$ cat src/rtl/field_timing_pkg.sv
`timescale 1ns/1ps
package field_timing_pkg;
  typedef enum logic [1:0] {
    SLOT_LO = 2'd0,
    SLOT_LE = 2'd1,
    SLOT_RO = 2'd2,
    SLOT_RE = 2'd3
  } slot_e;

  // Next field slot for the given mode bits; order is LO, LE, RO, RE.
  function automatic slot_e next_slot(slot_e cur, logic il, logic st);
    slot_e n;
    case (cur)
      SLOT_LO: n = il ? SLOT_LE : (st ? SLOT_RO : SLOT_LO);
      SLOT_LE: n = st ? SLOT_RO : SLOT_LO;
      SLOT_RO: n = il ? SLOT_RE : SLOT_LO;
      default: n = SLOT_LO;
    endcase
    return n;
  endfunction
endpackage

$ cat src/rtl/tg_shadow.sv
`timescale 1ns/1ps
module tg_shadow #(
  parameter int HW = 12,
  parameter int VW = 12,
  parameter int NSLOT = 4
) (
  input  logic                        clk,
  input  logic                        load,
  input  logic                        il_i,
  input  logic                        st_i,
  input  logic [HW-1:0]               hs_i,
  input  logic [HW-1:0]               hbp_i,
  input  logic [HW-1:0]               ha_i,
  input  logic [HW-1:0]               hfp_i,
  input  logic [NSLOT-1:0][VW-1:0]    vs_i,
  input  logic [NSLOT-1:0][VW-1:0]    vbp_i,
  input  logic [NSLOT-1:0][VW-1:0]    va_i,
  input  logic [NSLOT-1:0][VW-1:0]    vfp_i,
  input  logic [NSLOT-1:0]            shm_i,
  output logic                        il_o,
  output logic                        st_o,
  output logic [HW-1:0]               hs_o,
  output logic [HW-1:0]               hbp_o,
  output logic [HW-1:0]               ha_o,
  output logic [HW-1:0]               hfp_o,
  output logic [NSLOT-1:0][VW-1:0]    vs_o,
  output logic [NSLOT-1:0][VW-1:0]    vbp_o,
  output logic [NSLOT-1:0][VW-1:0]    va_o,
  output logic [NSLOT-1:0][VW-1:0]    vfp_o,
  output logic [NSLOT-1:0]            shm_o
);
  // Shared horizontal shape and mode bits
  always_ff @(posedge clk) begin
    if (load) begin
      il_o  <= il_i;
      st_o  <= st_i;
      hs_o  <= hs_i;
      hbp_o <= hbp_i;
      ha_o  <= ha_i;
      hfp_o <= hfp_i;
    end
  end

  // One vertical set per field slot
  for (genvar s = 0; s < NSLOT; s++) begin : g_set
    always_ff @(posedge clk) begin
      if (load) begin
        vs_o[s]  <= vs_i[s];
        vbp_o[s] <= vbp_i[s];
        va_o[s]  <= va_i[s];
        vfp_o[s] <= vfp_i[s];
        shm_o[s] <= shm_i[s];
      end
    end
  end
endmodule

$ cat src/rtl/tg_hcount.sv
`timescale 1ns/1ps
module tg_hcount #(
  parameter int HW = 12,
  localparam int HT = HW + 2
) (
  input  logic          clk,
  input  logic          rst,
  input  logic          run,
  input  logic [HW-1:0] hs,
  input  logic [HW-1:0] hbp,
  input  logic [HW-1:0] ha,
  input  logic [HW-1:0] hfp,
  output logic          line_end,
  output logic          h_sync,
  output logic          h_act,
  output logic          before_half
);
  logic [HT-1:0] hcnt;
  logic [HT-1:0] htot;
  logic [HT-1:0] act_lo;
  logic [HT-1:0] act_hi;

  always_comb begin
    act_lo      = HT'(hs) + HT'(hbp);
    act_hi      = act_lo + HT'(ha);
    htot        = act_hi + HT'(hfp);
    line_end    = (hcnt == htot - HT'(1));
    h_sync      = (hcnt < HT'(hs));
    h_act       = (hcnt >= act_lo) && (hcnt < act_hi);
    before_half = (hcnt < (htot >> 1));
  end

  always_ff @(posedge clk) begin
    if (rst || !run)   hcnt <= '0;
    else if (line_end) hcnt <= '0;
    else               hcnt <= hcnt + HT'(1);
  end
endmodule

$ cat src/rtl/tg_vseq.sv
`timescale 1ns/1ps
module tg_vseq
  import field_timing_pkg::*;
#(
  parameter int VW = 12,
  parameter int NSLOT = 4,
  localparam int VT = VW + 2
) (
  input  logic                     clk,
  input  logic                     rst,
  input  logic                     run,
  input  logic                     line_end,
  input  logic                     il,
  input  logic                     st,
  input  logic [NSLOT-1:0][VW-1:0] vs,
  input  logic [NSLOT-1:0][VW-1:0] vbp,
  input  logic [NSLOT-1:0][VW-1:0] va,
  input  logic [NSLOT-1:0][VW-1:0] vfp,
  input  logic [NSLOT-1:0]         shm,
  output slot_e                    slot,
  output logic                     frame_end,
  output logic                     v_first,
  output logic                     v_in_sync,
  output logic                     v_sync_last,
  output logic                     v_act,
  output logic                     v_shift
);
  logic [VT-1:0] vcnt;
  logic [NSLOT-1:0][VT-1:0] act_lo_a, act_hi_a, vtot_a;
  logic [VT-1:0] sel_lo, sel_hi, sel_tot, sel_vs;
  logic field_end;

  // Per-slot line totals, computed in parallel
  for (genvar s = 0; s < NSLOT; s++) begin : g_tot
    always_comb begin
      act_lo_a[s] = VT'(vs[s]) + VT'(vbp[s]);
      act_hi_a[s] = act_lo_a[s] + VT'(va[s]);
      vtot_a[s]   = act_hi_a[s] + VT'(vfp[s]);
    end
  end

  always_comb begin
    sel_lo      = act_lo_a[slot];
    sel_hi      = act_hi_a[slot];
    sel_tot     = vtot_a[slot];
    sel_vs      = VT'(vs[slot]);
    v_shift     = shm[slot];
    v_first     = (vcnt == '0);
    v_in_sync   = (vcnt < sel_vs);
    v_sync_last = (vcnt == sel_vs);
    v_act       = (vcnt >= sel_lo) && (vcnt < sel_hi);
    field_end   = line_end && (vcnt == sel_tot - VT'(1));
    frame_end   = field_end && (next_slot(slot, il, st) == SLOT_LO);
  end

  always_ff @(posedge clk) begin
    if (rst || !run) begin
      vcnt <= '0;
      slot <= SLOT_LO;
    end else if (field_end) begin
      vcnt <= '0;
      slot <= next_slot(slot, il, st);
    end else if (line_end) begin
      vcnt <= vcnt + VT'(1);
    end
  end
endmodule

$ cat src/rtl/field_timing_gen.sv
`timescale 1ns/1ps
module field_timing_gen
  import field_timing_pkg::*;
#(
  parameter int HW = 12,
  parameter int VW = 12
) (
  input  logic              clk,
  input  logic              rst,
  input  logic              enable,
  input  logic              soft_rst,
  input  logic              interlace_en,
  input  logic              stereo_en,
  input  logic [HW-1:0]     h_sync_w,
  input  logic [HW-1:0]     h_back,
  input  logic [HW-1:0]     h_active,
  input  logic [HW-1:0]     h_front,
  input  logic [3:0][VW-1:0] v_sync_w,
  input  logic [3:0][VW-1:0] v_back,
  input  logic [3:0][VW-1:0] v_active,
  input  logic [3:0][VW-1:0] v_front,
  input  logic [3:0]        v_half_shift,
  output logic              hsync,
  output logic              vsync,
  output logic              de,
  output logic              field_even,
  output logic              eye_right
);
  localparam int NSLOT = 4;

  logic run, load, frame_end;
  logic il_q, st_q;
  logic [HW-1:0] hs_q, hbp_q, ha_q, hfp_q;
  logic [NSLOT-1:0][VW-1:0] vs_q, vbp_q, va_q, vfp_q;
  logic [NSLOT-1:0] shm_q;
  logic line_end, h_sync, h_act, before_half;
  logic v_first, v_in_sync, v_sync_last, v_act, v_shift;
  slot_e slot;
  logic vsync_n;

  assign run  = enable && !soft_rst;
  // Shadow copy follows the inputs while held, and otherwise only at a frame boundary
  assign load = !run || frame_end;

  tg_shadow #(.HW(HW), .VW(VW), .NSLOT(NSLOT)) u_shadow (
    .clk(clk), .load(load),
    .il_i(interlace_en), .st_i(stereo_en),
    .hs_i(h_sync_w), .hbp_i(h_back), .ha_i(h_active), .hfp_i(h_front),
    .vs_i(v_sync_w), .vbp_i(v_back), .va_i(v_active), .vfp_i(v_front),
    .shm_i(v_half_shift),
    .il_o(il_q), .st_o(st_q),
    .hs_o(hs_q), .hbp_o(hbp_q), .ha_o(ha_q), .hfp_o(hfp_q),
    .vs_o(vs_q), .vbp_o(vbp_q), .va_o(va_q), .vfp_o(vfp_q),
    .shm_o(shm_q)
  );

  tg_hcount #(.HW(HW)) u_h (
    .clk(clk), .rst(rst), .run(run),
    .hs(hs_q), .hbp(hbp_q), .ha(ha_q), .hfp(hfp_q),
    .line_end(line_end), .h_sync(h_sync), .h_act(h_act),
    .before_half(before_half)
  );

  tg_vseq #(.VW(VW), .NSLOT(NSLOT)) u_v (
    .clk(clk), .rst(rst), .run(run), .line_end(line_end),
    .il(il_q), .st(st_q),
    .vs(vs_q), .vbp(vbp_q), .va(va_q), .vfp(vfp_q), .shm(shm_q),
    .slot(slot), .frame_end(frame_end),
    .v_first(v_first), .v_in_sync(v_in_sync), .v_sync_last(v_sync_last),
    .v_act(v_act), .v_shift(v_shift)
  );

  // Shifted pulse spans from mid-line 0 to mid-line of the first line after sync
  always_comb begin
    if (v_shift)
      vsync_n = (v_first && !before_half) ||
                (!v_first && v_in_sync) ||
                (v_sync_last && before_half);
    else
      vsync_n = v_in_sync;
  end

  always_ff @(posedge clk) begin
    if (rst || !run) begin
      hsync      <= 1'b0;
      vsync      <= 1'b0;
      de         <= 1'b0;
      field_even <= 1'b0;
      eye_right  <= 1'b0;
    end else begin
      hsync      <= h_sync;
      vsync      <= vsync_n;
      de         <= h_act && v_act;
      field_even <= slot[0];
      eye_right  <= slot[1];
    end
  end
endmodule

$ cat config.mk
export PLATFORM = sky130hd
export DESIGN_NAME = field_timing_gen
export DESIGN_NICKNAME = d
export VERILOG_FILES = /design/src/rtl/field_timing_pkg.sv /design/src/rtl/tg_shadow.sv /design/src/rtl/tg_hcount.sv /design/src/rtl/tg_vseq.sv /design/src/rtl/field_timing_gen.sv
export SDC_FILE = /design/constraint.sdc
export NUM_CORES = 1
export LEC_CHECK = 0
export BUFFER_PORTS_ARGS = -buffer_cell sky130_fd_sc_hd__buf_2
export CORE_MARGIN = 3
export CORE_UTILIZATION = 40
export DETAILED_ROUTE_END_ITERATION = 10
export SYNTH_ARGS = -nofsm -noshare
export SYNTH_HDL_FRONTEND = slang
export SYNTH_SLANG_ARGS = --single-unit
$ cat constraint.sdc
create_clock -name clk -period 17.1 [get_ports clk]
set_clock_uncertainty 0.1 [all_clocks]
set_input_delay 0 -clock clk [delete_from_list [all_inputs] [get_ports clk]]
set_output_delay 0 -clock clk [all_outputs]
set_load 0.05 [all_outputs]
==> metrics.md, run 1 <==
| Metric | Value |
|---|---|
| DRT iter0 DRCs | `1,507` |
| Post-Synthesis Cells | `2,073` |
| Max transition margin | `between 20% and 30%` |
| Rows | `84` |
| GRT overflow | `0` |
| Syn Nets | `2,610` |
| CTS H-Tree Depth | `2` |
| Worst reg2reg endpoint | `u_shadow.vbp_o[33]$_DFFE_PP_` |
| Gp weighted congestion | `0.944` |
| Synthesis-to-layout area growth | `26.3%` |
| Filler cell count in the final layout | `4,626` |
| Die footprint | `57,100 µm²` |
| Mean Syn Cell Area | `10.5 µm²` |
| Total CTS buffers | `35` |
| CTS tree | `done` |
| DIE HEIGHT | `between 200 and 250 µm` |
| Flop2flop setup slack | `8.20 ns` |
| DRT Pass-1 Iters | `5` |
| Initial antenna violation count | `4` |
| # resized after CTS | `0` |
| Crit-path slowest cell | `a211o_4` |
| Initial Utilization | `40.9%` |
| Worst hold path endpoint | `u_shadow.vbp_o[43]$_DFFE_PP_` |
| Final setup vio count | `0` |
| Net Sw Frac | `45.7%` |
| #FFs+latches synth | `281` |
| Final Critical Period | `8.90 ns` |
| Internal cell power | `2.39 mW` |
| Status | `finished, final reports clean` |
| Core box area | `53,100 µm²` |
| GRT Total Usage | `24.8%` |
| I/O Buffers | `254` |
| Max-slew violation count | `0` |
| YS warnings | `0` |
| VDD IR max | `0.0000821 V` |
| CTS sink cnt | `about 280` |
| Via/cell ratio | `5.65` |
| Worst Reg2Reg Path Length in Cells | `28` |
| Hold Path Class | `in2reg` |
| Crit end category | `flop` |
| Worst Path Max Fanout | `168` |
| FFs w/ async S/R, synth | `0%` |
| Power share of the combinational group | `63.9%` |
| Final hold vios | `0` |
| Clk pwr share | `16.9%` |
| Dpl ws | `8.27 ns` |
| Worst-Skew Late Latency | `0.56 ns` |
| Worst endpoint data arrival time | `8.98 ns` |
| Post-DRT Antenna Nets | `0` |
| Worst reg2reg startpoint | `u_shadow.vbp_o[25]$_DFFE_PP_` |
| Root Buffer Master | `clkbuf_16` |
| Register Area | `8100 µm²` |
| Max cap viols | `0` |
| Worst Tran Pin Value | `1.18 ns` |
| Sequential power share | `19.2%` |
| Total number of vias | `approximately 19,000` |
| PD cells | `approximately 160 nW/µm²` |
| Largest net degree at the start of global routing | `around 170` |
| Fin nets | `3,122` |
| Clock Tree Buf Depth | `3` |
| Worst-path clk slew | `0.06 ns` |
| Sw Pwr | `2.01 mW` |
| Residual DRC | `0` |
| First-pass GRT wire length | `roughly 110,000 µm` |
| CP Class | `reg2reg` |
| Worst path max stage delay | `0.83 ns` |
| Register area share after synthesis | `37.3%` |
| Startpoint types | `flop` |
| Detailed Route WL | `between 70,000 and 80,000 µm` |
| Crit-path most repeated cell | `a21oi_1` |
| Ys flop type | `edfxtp_1` |
| Static Leak | `11.7 nW` |
| Die X-Extent | `239 µm` |
| Vias in the first global route | `about 18,000` |
| DPL Wire Length | `55,500 µm` |
| Max Clock Freq | `about 110 MHz` |
| Period utilisation layout | `52.0%` |
| Worst EP required | `17.19 ns` |
| I/O pin total | `between 200 and 300` |
| Layout cell share with drive strength beyond 1 | `15.2%` |
| Avg WL per Cell | `21.9 µm` |
| Hold depth | `2` |
| Syn Std Cell Area | `about 22,000 µm²` |
| HP Start | `v_back[43]` |
| Post-route setup slack | `8.20 ns` |
| Setup TNS | `0 ns` |
| EDFF count, synth | `246` |
| Synth cell types | `94` |
| RSZ-0062 raised after global routing | `false` |
| Area occupied by multi-input gates | `12,900 µm²` |
## cell usage after synthesis (all sizes together) (20+ instances only)
cell type  count  share of area, %
xor2          50               2.1
mux4          21               2.2
o21bai        29               1.0
edfxtp       246                34
o21ai         99               2.3
nor2         124               2.5
mux2i         50               2.3
dfxtp         35               3.2
and3          21              0.61
inv          156               2.7
nand2         84               1.5
o211ai        21              0.73
a211oi        21              0.73
nand3         43              0.99
clkbuf        20              0.35
o21a          45               1.6
nand4         36               1.1
or3           21              0.63
nand2b        21              0.61
xnor2        125               5.0
nor2b         25              0.72
ha           272                16
a21o          76               2.6
a21oi        155               3.6
nor3          30              0.71
## placed cells by master, fill, tap and decap left out, drive strengths merged, types with 30 or more instances in the layout
cell type | synthesis | layout
buf | 14 | 260
xor2 | 50 | 50
inv | 156 | 160
dlygate4sd3 | 0 | 249
o21ai | 99 | 99
nor2 | 124 | 124
dfxtp | 35 | 35
edfxtp | 246 | 246
nor3 | 30 | 30
o21a | 45 | 45
nand4 | 36 | 36
xnor2 | 125 | 125
a21oi | 155 | 155
ha | 272 | 272
clkbuf | 20 | 39
nand3 | 43 | 43
a21o | 76 | 76
nand2 | 84 | 84
mux2i | 50 | 50
## registers in the layout, indices dropped and copies added, names as in the netlist, 2 cells and up
name,flops
u_shadow.va_o,48
u_shadow.vfp_o,48
u_shadow.vbp_o,48
u_shadow.hfp_o,12
u_shadow.hbp_o,12
u_v.slot,2
u_shadow.vs_o,48
u_shadow.hs_o,12
u_shadow.shm_o,4
u_v.vcnt,14
u_shadow.ha_o,12
u_h.hcnt,14
## per-stage QoR
step / cell area, µm² / cells / util, % / hold WS (ns) / power [mW]
4_1_cts: 27400 / 3298 / 51.6 / 0.0144 / 4.38
3_3_place_gp: 23800 / 2987 / 44.8 / 0.0767 / 3.54
3_5_place_dp: 23800 / 2987 / 44.8 / 0.0781 / 3.57
2_1_floorplan: 21700 / 2073 / - / -0.00113 / 2.88
6_report: 27400 / 3304 / 51.7 / 0.0411 / 4.40
5_1_grt: 27400 / 3302 / 51.6 / 0.0303 / 4.72
## routing by layer
layer	vias to the layer above	global-route usage, %	routed length, µm
li1	8897	-	-
met2	700	39.7	32700
met4	0	9.13	2680
met5	-	0	0
met1	8922	34.4	32600
met3	141	3.56	4340
## critical path: cells and delay by family, from the launching register on
family                   cells  cell delay [ns]
flip-flops                   1             0.43
XOR/XNOR                     2             0.58
AO/OA/AOI/OAI               14             3.70
AND/OR/NAND/NOR              7             1.73
adder cells (fa/ha/maj)      3             1.00
buffers and inverters        2             0.78
## worst max-delay path by stage
| stage | startpoint | to | slack [ns] |
|---|---|---|---|
| detailed placement | u_shadow.vbp_o[25]$_DFFE_PP_ | u_shadow.vbp_o[35]$_DFFE_PP_ | 8.27 |
| global route | u_shadow.vs_o[25]$_DFFE_PP_ | u_shadow.vs_o[11]$_DFFE_PP_ | 7.57 |
| global placement | u_shadow.vbp_o[25]$_DFFE_PP_ | u_shadow.vbp_o[33]$_DFFE_PP_ | 8.51 |
| finish | u_shadow.vbp_o[25]$_DFFE_PP_ | u_shadow.vbp_o[33]$_DFFE_PP_ | 8.20 |
| floorplan | u_shadow.vs_o[36]$_DFFE_PP_ | u_shadow.ha_o[0]$_DFFE_PP_ | 5.98 |
| CTS | u_shadow.vbp_o[25]$_DFFE_PP_ | u_shadow.vbp_o[33]$_DFFE_PP_ | 8.25 |
## kinds of logic (layout without fill, tap and decap cells)
family	count (synthesis)	in the layout	synth area share, %
flops	281	281	37.3
xor+xnor	177	177	7.31
mux	89	89	5.42
simple gates	474	474	11.7
buf+inv	190	727	3.39
fa+ha+maj	287	287	17.1
compound gates	575	575	17.8
other cells	0	6	0
## area by class of cell
class                   count  area share (%)
multi-input cells        1602            47.0
flip-flops and latches    281            29.5
repair buffers            509            13.9
clock buffers              39            3.25
well taps                 688            3.14
inverters                 156            2.14
clock inverters            23           0.922
diodes                      6          0.0548
## repair_timing
item                                   4_1_cts  5_1_grt
buffers inserted                             0        0
endpoints found under the hold margin      267        0
hold buffers                               249        0
## power by group through the flow
stage	Clock (mW)	Sequential, mW	Combinational, mW
detailed placement	0	0.859	2.72
CTS	0.760	0.846	2.78
floorplan	0	0.844	2.04
finish	0.742	0.847	2.81
global placement	0	0.860	2.68
global route	0.786	0.851	3.09
Power figures use the tool's default switching activity.
==> run 2: changes to the inputs <==
==> constraint.sdc (replaced) <==
create_clock -name clk -period 7.35 [get_ports clk]
set_clock_uncertainty 0.1 [all_clocks]
set_input_delay 0 -clock clk [delete_from_list [all_inputs] [get_ports clk]]
set_output_delay 0 -clock clk [all_outputs]
set_load 0.05 [all_outputs]
==> metrics.md, run 2 (same netlist as run 1, synthesis figures left out) <==
| Metric | Value |
|---|---|
| Status | `finished, final reports clean` |
| Worst Path Buf+Inv | `2 (unchanged)` |
| Gp weighted congestion | `0.959 (+1.6%)` |
| Final setup vio count | `0 (unchanged)` |
| Worst path max stage delay | `0.41 ns (-0.42 ns)` |
| GRT overflow | `0 (unchanged)` |
| Top Family by Delay on Critical Path | `compound AO/OA/AOI/OAI gates` |
| Detailed Route WL | `73,100 µm (+1.2%)` |
| CP Class | `reg2reg` |
| Worst Path Max Fanout | `19 (-89%)` |
| Final Critical Period | `7.13 ns (-1.77 ns)` |
| PD cells | `381 nW/µm² (+140%)` |
| GRT Total Usage | `24.9% (+0.058 points)` |
| Worst Tran Pin Value | `1.15 ns (-0.0294 ns)` |
| Worst endpoint data arrival time | `7.28 ns (-1.70 ns)` |
| DPL Wire Length | `56,400 µm (+1.5%)` |
| Hold depth | `2 (unchanged)` |
| VDD IR max | `0.000219 V (+170%)` |
| Register Area | `8090 µm² (about the same)` |
| Layout cell share with drive strength beyond 1 | `19.1% (+3.9 points)` |
| Flop2flop setup slack | `0.22 ns (-7.98 ns)` |
| Vias in the first global route | `18,700 (+1.4%)` |
| Die footprint | `57,100 µm² (unchanged)` |
| Root Buffer Master | `clkbuf_16` |
| Setup TNS | `0 ns (unchanged)` |
| Area occupied by multi-input gates | `13,200 µm² (+2.4%)` |
| CTS sink cnt | `281 (unchanged)` |
| Post-route setup slack | `0.219 ns (-7.98 ns)` |
| Max-slew violation count | `0 (unchanged)` |
| DRT iter0 DRCs | `1,400 (-7.1%)` |
| Rows | `84 (unchanged)` |
| Worst-path clk slew | `0.06 ns (about the same)` |
| DRT Pass-1 Iters | `5 (unchanged)` |
| Filler cell count in the final layout | `4,575 (-1.1%)` |
| Dpl ws | `0.207 ns (-8.06 ns)` |
| Static Leak | `12.1 nW (+3.1%)` |
| DIE HEIGHT | `239 µm (unchanged)` |
| Post-DRT Antenna Nets | `0 (unchanged)` |
| Largest net degree at the start of global routing | `47 (-72%)` |
| Worst hold path endpoint | `u_shadow.vbp_o[42]$_DFFE_PP_` |
| CTS tree | `done` |
| Most frequent cells in the layout | `264 x ha_1, 254 x buf_2, 249 x dlygate4sd3_1, 246 x edfxtp_1, 155 x inv_1` |
| Total number of vias | `19,000 (+1.8%)` |
| Worst-Skew Late Latency | `0.56 ns (about the same)` |
| Fin nets | `3,177 (+1.8%)` |
| RSZ-0062 raised after global routing | `true` |
| Total CTS buffers | `34 (-2.9%)` |
| Worst reg2reg startpoint | `u_shadow.vs_o[24]$_DFFE_PP_` |
| Crit-path slowest cell | `edfxtp_1` |
| Crit-path most repeated cell | `nor2_1` |
| Via/cell ratio | `5.66 (+0.29%)` |
| Worst Reg2Reg Path Length in Cells | `29 (+3.6%)` |
| Startpoint types | `flop` |
| Synthesis-to-layout area growth | `29.9%` |
| Final hold vios | `0 (unchanged)` |
| Clock Tree Buf Depth | `3 (unchanged)` |
| Core box area | `53,100 µm² (unchanged)` |
| HP Start | `v_back[42]` |
| Hold Path Class | `in2reg` |
| Max cap viols | `0 (unchanged)` |
| CTS H-Tree Depth | `2 (unchanged)` |
| Avg WL per Cell | `21.8 µm (-0.33%)` |
| I/O Buffers | `254 (unchanged)` |
| Residual DRC | `0 (unchanged)` |
| Max Clock Freq | `140 MHz (+25%)` |
| Worst setup startpoint | `u_shadow.vs_o[24]$_DFFE_PP_` |
| Commonest non-fill, non-tap cell in the layout | `ha_1` |
| I/O pin total | `255 (unchanged)` |
| Worst EP required | `7.50 ns (-9.69 ns)` |
| Initial antenna violation count | `0 (-4)` |
| First-pass GRT wire length | `109,000 µm (+0.52%)` |
| Worst reg2reg endpoint | `u_shadow.vfp_o[43]$_DFFE_PP_` |
| Crit end category | `flop` |
| Initial Utilization | `40.9% (unchanged)` |
| Max transition margin | `23.5% (+2.4 points)` |
| Period utilisation layout | `97.0% (+45 points)` |
| Die X-Extent | `239 µm (unchanged)` |
-- run 2: repair_timing --
item,in CTS,in global routing
endpoints found under the hold margin,280,0
gates resized for setup,0,42
setup buffers,0,5
endpoints found under the setup margin,0,246
hold buffers,249,0
-- run 2: metrics by stage --
step	instance area [µm²]	cells	util (%)	hold WS [ns]	total power, mW
after detailed placement	24300	3037	45.8	0.0781	8.55
final	28200	3354	53.1	0.0433	10.7
after global placement	24300	3037	45.8	0.0766	8.45
after floorplan	21800	2073	-	-0.00113	6.75
after global routing	28200	3353	53.1	0.0339	11.5
after CTS	27900	3347	52.6	0.0145	10.4
-- run 2: how the worst max path moves through the flow --
stage / end / slack, ns / cells past startpoint
after global placement: u_shadow.vbp_o[35]$_DFFE_PP_ / 0.28 / 28
after detailed placement: u_shadow.va_o[42]$_DFFE_PP_ / 0.21 / 28
after CTS: u_shadow.va_o[46]$_DFFE_PP_ / 0.16 / 28
final: u_shadow.vfp_o[43]$_DFFE_PP_ / 0.22 / 29
after floorplan: u_shadow.ha_o[0]$_DFFE_PP_ / 0.02 / 24
after global routing: u_shadow.vfp_o[43]$_DFFE_PP_ / -0.06 / 29
-- run 2: metal layers --
metal  track usage (%)  wire length [µm]  share of wire (%)
met2              40.2             33300                 46
met1              34.8             33100                 45
met4              7.73              2140                2.9
met5                 0                 0                  0
met3              3.30              4510                6.2
-- run 2: where the power goes --
part           leakage, nW  internal, mW  switching [mW]
sequential            2.79          1.88          0.0890
clock                0.547          1.01           0.704
combinational         8.77          2.95            4.10
total                 12.1          5.84            4.89
-- run 2: final cells by class --
class	instances	share of cell area (%)
antenna	1	0.00887
tap	688	3.05
multi-input combinational	1602	46.8
clock inverter	21	0.874
sequential	281	28.7
clock buffer	40	3.13
timing repair buffer	565	15.4
inverter	156	2.08
-- run 2: worst register-to-register path, delay by kind of cell, from the launching register on --
kind            cells  cell delay, ns
compound gates     11            2.58
xor+xnor            3            0.58
fa+ha+maj           4            1.31
buf+inv             2            0.42
flops               1            0.41
simple gates        9            1.40
==> run 3: changes to the inputs <==
--- a/config.mk
+++ b/config.mk
@@ -5,6 +5,7 @@
 export SDC_FILE = /design/constraint.sdc
 export NUM_CORES = 1
 export LEC_CHECK = 0
+export ABC_AREA = 1
 export BUFFER_PORTS_ARGS = -buffer_cell sky130_fd_sc_hd__buf_2
 export CORE_MARGIN = 3
 export CORE_UTILIZATION = 40
==> metrics.md, run 3 <==
| Metric | Value |
|---|---|
| Sw Pwr | `4.21 mW (-14%)` |
| CTS H-Tree Depth | `2 (unchanged)` |
| Startpoint types | `flop` |
| Ys flop type | `edfxtp_1` |
| Post-DRT Antenna Nets | `0 (unchanged)` |
| HP Start | `h_front[1]` |
| CTS tree | `done` |
| Final hold vios | `0 (unchanged)` |
| Worst reg2reg startpoint | `u_shadow.vs_o[0]$_DFFE_PP_` |
| Clock Tree Buf Depth | `3 (unchanged)` |
| DRT Pass-1 Iters | `6 (+1)` |
| Final setup vio count | `0 (unchanged)` |
| Syn Nets | `3,356 (+29%)` |
| First-pass GRT wire length | `118,000 µm (+8.4%)` |
| DRT iter0 DRCs | `1,839 (+31%)` |
| Power share of the combinational group | `59.2% (-6.4 points)` |
| Post-Synthesis Cells | `2,819 (+36%)` |
| Total number of vias | `21,400 (+13%)` |
| Rows | `86 (+2.4%)` |
| Die footprint | `59,200 µm² (+3.6%)` |
| Finished Layout Cells | `4,126 (+23%)` |
| Synth cell types | `59 (-37%)` |
| Area occupied by multi-input gates | `12,900 µm² (-2.2%)` |
| Die X-Extent | `243 µm (+1.8%)` |
| Net Sw Frac | `47.9% (+2.4 points)` |
| Placed insts | `3,810 (+25%)` |
| Total Power | `8.78 mW (-18%)` |
| DIE HEIGHT | `243 µm (+1.8%)` |
| Residual DRC | `0 (unchanged)` |
| Sequential power share | `21.7% (+3.3 points)` |
| Core box area | `55,400 µm² (+4.4%)` |
| Mean Syn Cell Area | `7.99 µm² (-24%)` |
| Hold Path Class | `in2reg` |
| RSZ-0062 raised after global routing | `false` |
| GRT Total Usage | `25.9% (+1.0 points)` |
| Worst EP required | `7.49 ns (about the same)` |
| Most frequent cells after synthesis | `688 x nand2_1, 395 x inv_1, 272 x ha_1` |
| VDD IR max | `0.000193 V (-12%)` |
| Area leader, netlist | `edfxtp_1` |
| Worst path max stage delay | `0.46 ns (+0.05 ns)` |
| Max-slew violation count | `0 (unchanged)` |
| Status | `finished, final reports clean` |
| DPL Wire Length | `61,400 µm (+9.0%)` |
| Synthesis-to-layout area growth | `26.7%` |
| I/O Buffers | `254 (unchanged)` |
| Dpl ws | `0.412 ns (+0.206 ns)` |
| GRT overflow | `0 (unchanged)` |
| Avg WL per Cell | `19.0 µm (-13%)` |
| Fin nets | `3,888 (+22%)` |
| I/O pin total | `255 (unchanged)` |
| Max transition margin | `37.8% (+14 points)` |
| Register Area | `8090 µm² (about the same)` |
| #FFs+latches synth | `281 (unchanged)` |
| Filler cell count in the final layout | `5,158 (+13%)` |
| Gr busiest metal | `met2` |
| GR Layer Usage met2 | `41.1% (+0.93 points)` |
| Syn Std Cell Area | `22,500 µm² (+3.7%)` |
| Vias in the first global route | `20,700 (+10%)` |
| Commonest non-fill, non-tap cell in the layout | `nand2_1` |
| Initial Utilization | `40.6% (-0.28 points)` |
| FFs w/ async S/R, synth | `0% (unchanged)` |
| Synth top area cells | `edfxtp_1 33%, ha_1 15%, nand2_1 11%` |
| Initial antenna violation count | `2 (+2)` |
| Largest net degree at the start of global routing | `58 (+23%)` |
| CTS sink cnt | `281 (unchanged)` |
| Worst Path Max Fanout | `57 (+38)` |
| Post-Route Utilization | `51.5% (-1.7 points)` |
| Global routing met3 resource utilization | `3.18% (-0.12 points)` |
| Layout cell share with drive strength beyond 1 | `12.2% (-6.9 points)` |
| Worst-Skew Late Latency | `0.57 ns (about the same)` |
| Final Critical Period | `6.88 ns (-0.248 ns)` |
| Post-route setup slack | `0.467 ns (+0.248 ns)` |
| Root Buffer Master | `clkbuf_16` |
| Cell with the most instances after synthesis | `nand2_1` |
| Worst Tran Pin Value | `0.909 ns (-0.239 ns)` |
| Total CTS buffers | `35 (+2.9%)` |
| Via/cell ratio | `5.19 (-8.4%)` |
| Clk pwr share | `19.1% (+3.1 points)` |
| Most frequent cells in the layout | `682 x nand2_1, 394 x inv_1, 266 x ha_1, 254 x buf_2, 248 x dlygate4sd3_1` |
| Internal cell power | `4.58 mW (-22%)` |
| Worst endpoint data arrival time | `7.02 ns (-0.26 ns)` |
| PD cells | `308 nW/µm² (-19%)` |
| Crit-path slowest cell | `fa_1` |
| Max cap viols | `0 (unchanged)` |
| Register area share after synthesis | `35.9% (-1.3 points)` |
| Static Leak | `13.7 nW (+13%)` |
| Global-route met1 utilization | `36.3% (+1.4 points)` |
| Synth top area share | `32.8% (-1.2 points)` |
| Worst setup startpoint | `u_shadow.vs_o[0]$_DFFE_PP_` |
| Max Clock Freq | `145 MHz (+3.6%)` |
| CP Class | `reg2reg` |
| Setup TNS | `0 ns (unchanged)` |
| Period utilisation layout | `93.7% (-3.4 points)` |
| EDFF count, synth | `246 (unchanged)` |
| Detailed Route WL | `78,400 µm (+7.2%)` |
| Worst-path clk slew | `0.06 ns (about the same)` |
| Gp weighted congestion | `0.970 (+1.1%)` |
| Crit end category | `flop` |
| YS warnings | `0 (unchanged)` |
## run 3: kinds of logic (layout without fill, tap and decap cells)
family                   count (synthesis)  count (layout)  synth area share [%]
adder cells (fa/ha/maj)                287             287                  16.5
buffers and inverters                  435             993                  7.39
other                                    0               1                     0
AND/OR/NAND/NOR                       1299            1299                  24.9
flip-flops                             281             281                  35.9
AO/OA/AOI/OAI                          394             394                  10.5
XOR/XNOR                               123             123                  4.79
## run 3: final timing paths
kind / to / slack, ns / cells past startpoint
max reg2reg: u_shadow.vs_o[26]$_DFFE_PP_ / 0.47 / 31
max: u_shadow.vs_o[26]$_DFFE_PP_ / 0.47 / 31
min reg2reg: u_h.hcnt[0]$_SDFF_PP0_ / 0.43 / 1
min: u_shadow.hfp_o[1]$_DFFE_PP_ / 0.05 / 2
## run 3: cell type report
cell class / count / area share, %
timing repair buffer: 524 / 14.0
tap: 748 / 3.28
multi-input combinational: 2103 / 45.2
inverter: 406 / 5.34
clock buffer: 41 / 3.22
sequential: 281 / 28.3
clock inverter: 22 / 0.596
antenna: 1 / 0.00877
## run 3: worst max-delay path, delay by kind of cell, from the launching register on
family | cells | cell delay (ns)
AOI/OAI and AO/OA | 8 | 1.59
xor gates and xnor gates | 2 | 0.70
adders and majority gates | 4 | 1.42
buffers and inverters | 4 | 0.75
DFF | 1 | 0.40
and+or+nand+nor | 13 | 1.51
## run 3: routing by layer
metal,wire length [µm],vias up
li1,-,10700
met1,35500,9829
met2,34900,755
met3,4970,170
met4,3030,0
met5,0,-
## run 3: timing repair
action,4_1_cts,5_1_grt
hold buffers,248,0
buffers inserted,0,4
endpoints found under the setup margin,0,209
hold endpoints to repair,266,0
resized for setup,0,1
## run 3: power groups by stage
stage	clock, mW	combinational (mW)	sequential, mW
after floorplan	0	3.68	1.91
after global placement	0	4.94	1.94
after detailed placement	0	5.01	1.94
after CTS	1.72	5.13	1.91
after global routing	1.78	5.85	1.91
final	1.68	5.20	1.91
## run 3: metrics by stage
stage               cell area, µm²  hold WS [ns]
CTS                          28500       0.00964
finish                       28500        0.0469
detailed placement           24900        0.0781
global route                 28500        0.0340
floorplan                    22700      -0.00113
global placement             24900        0.0759
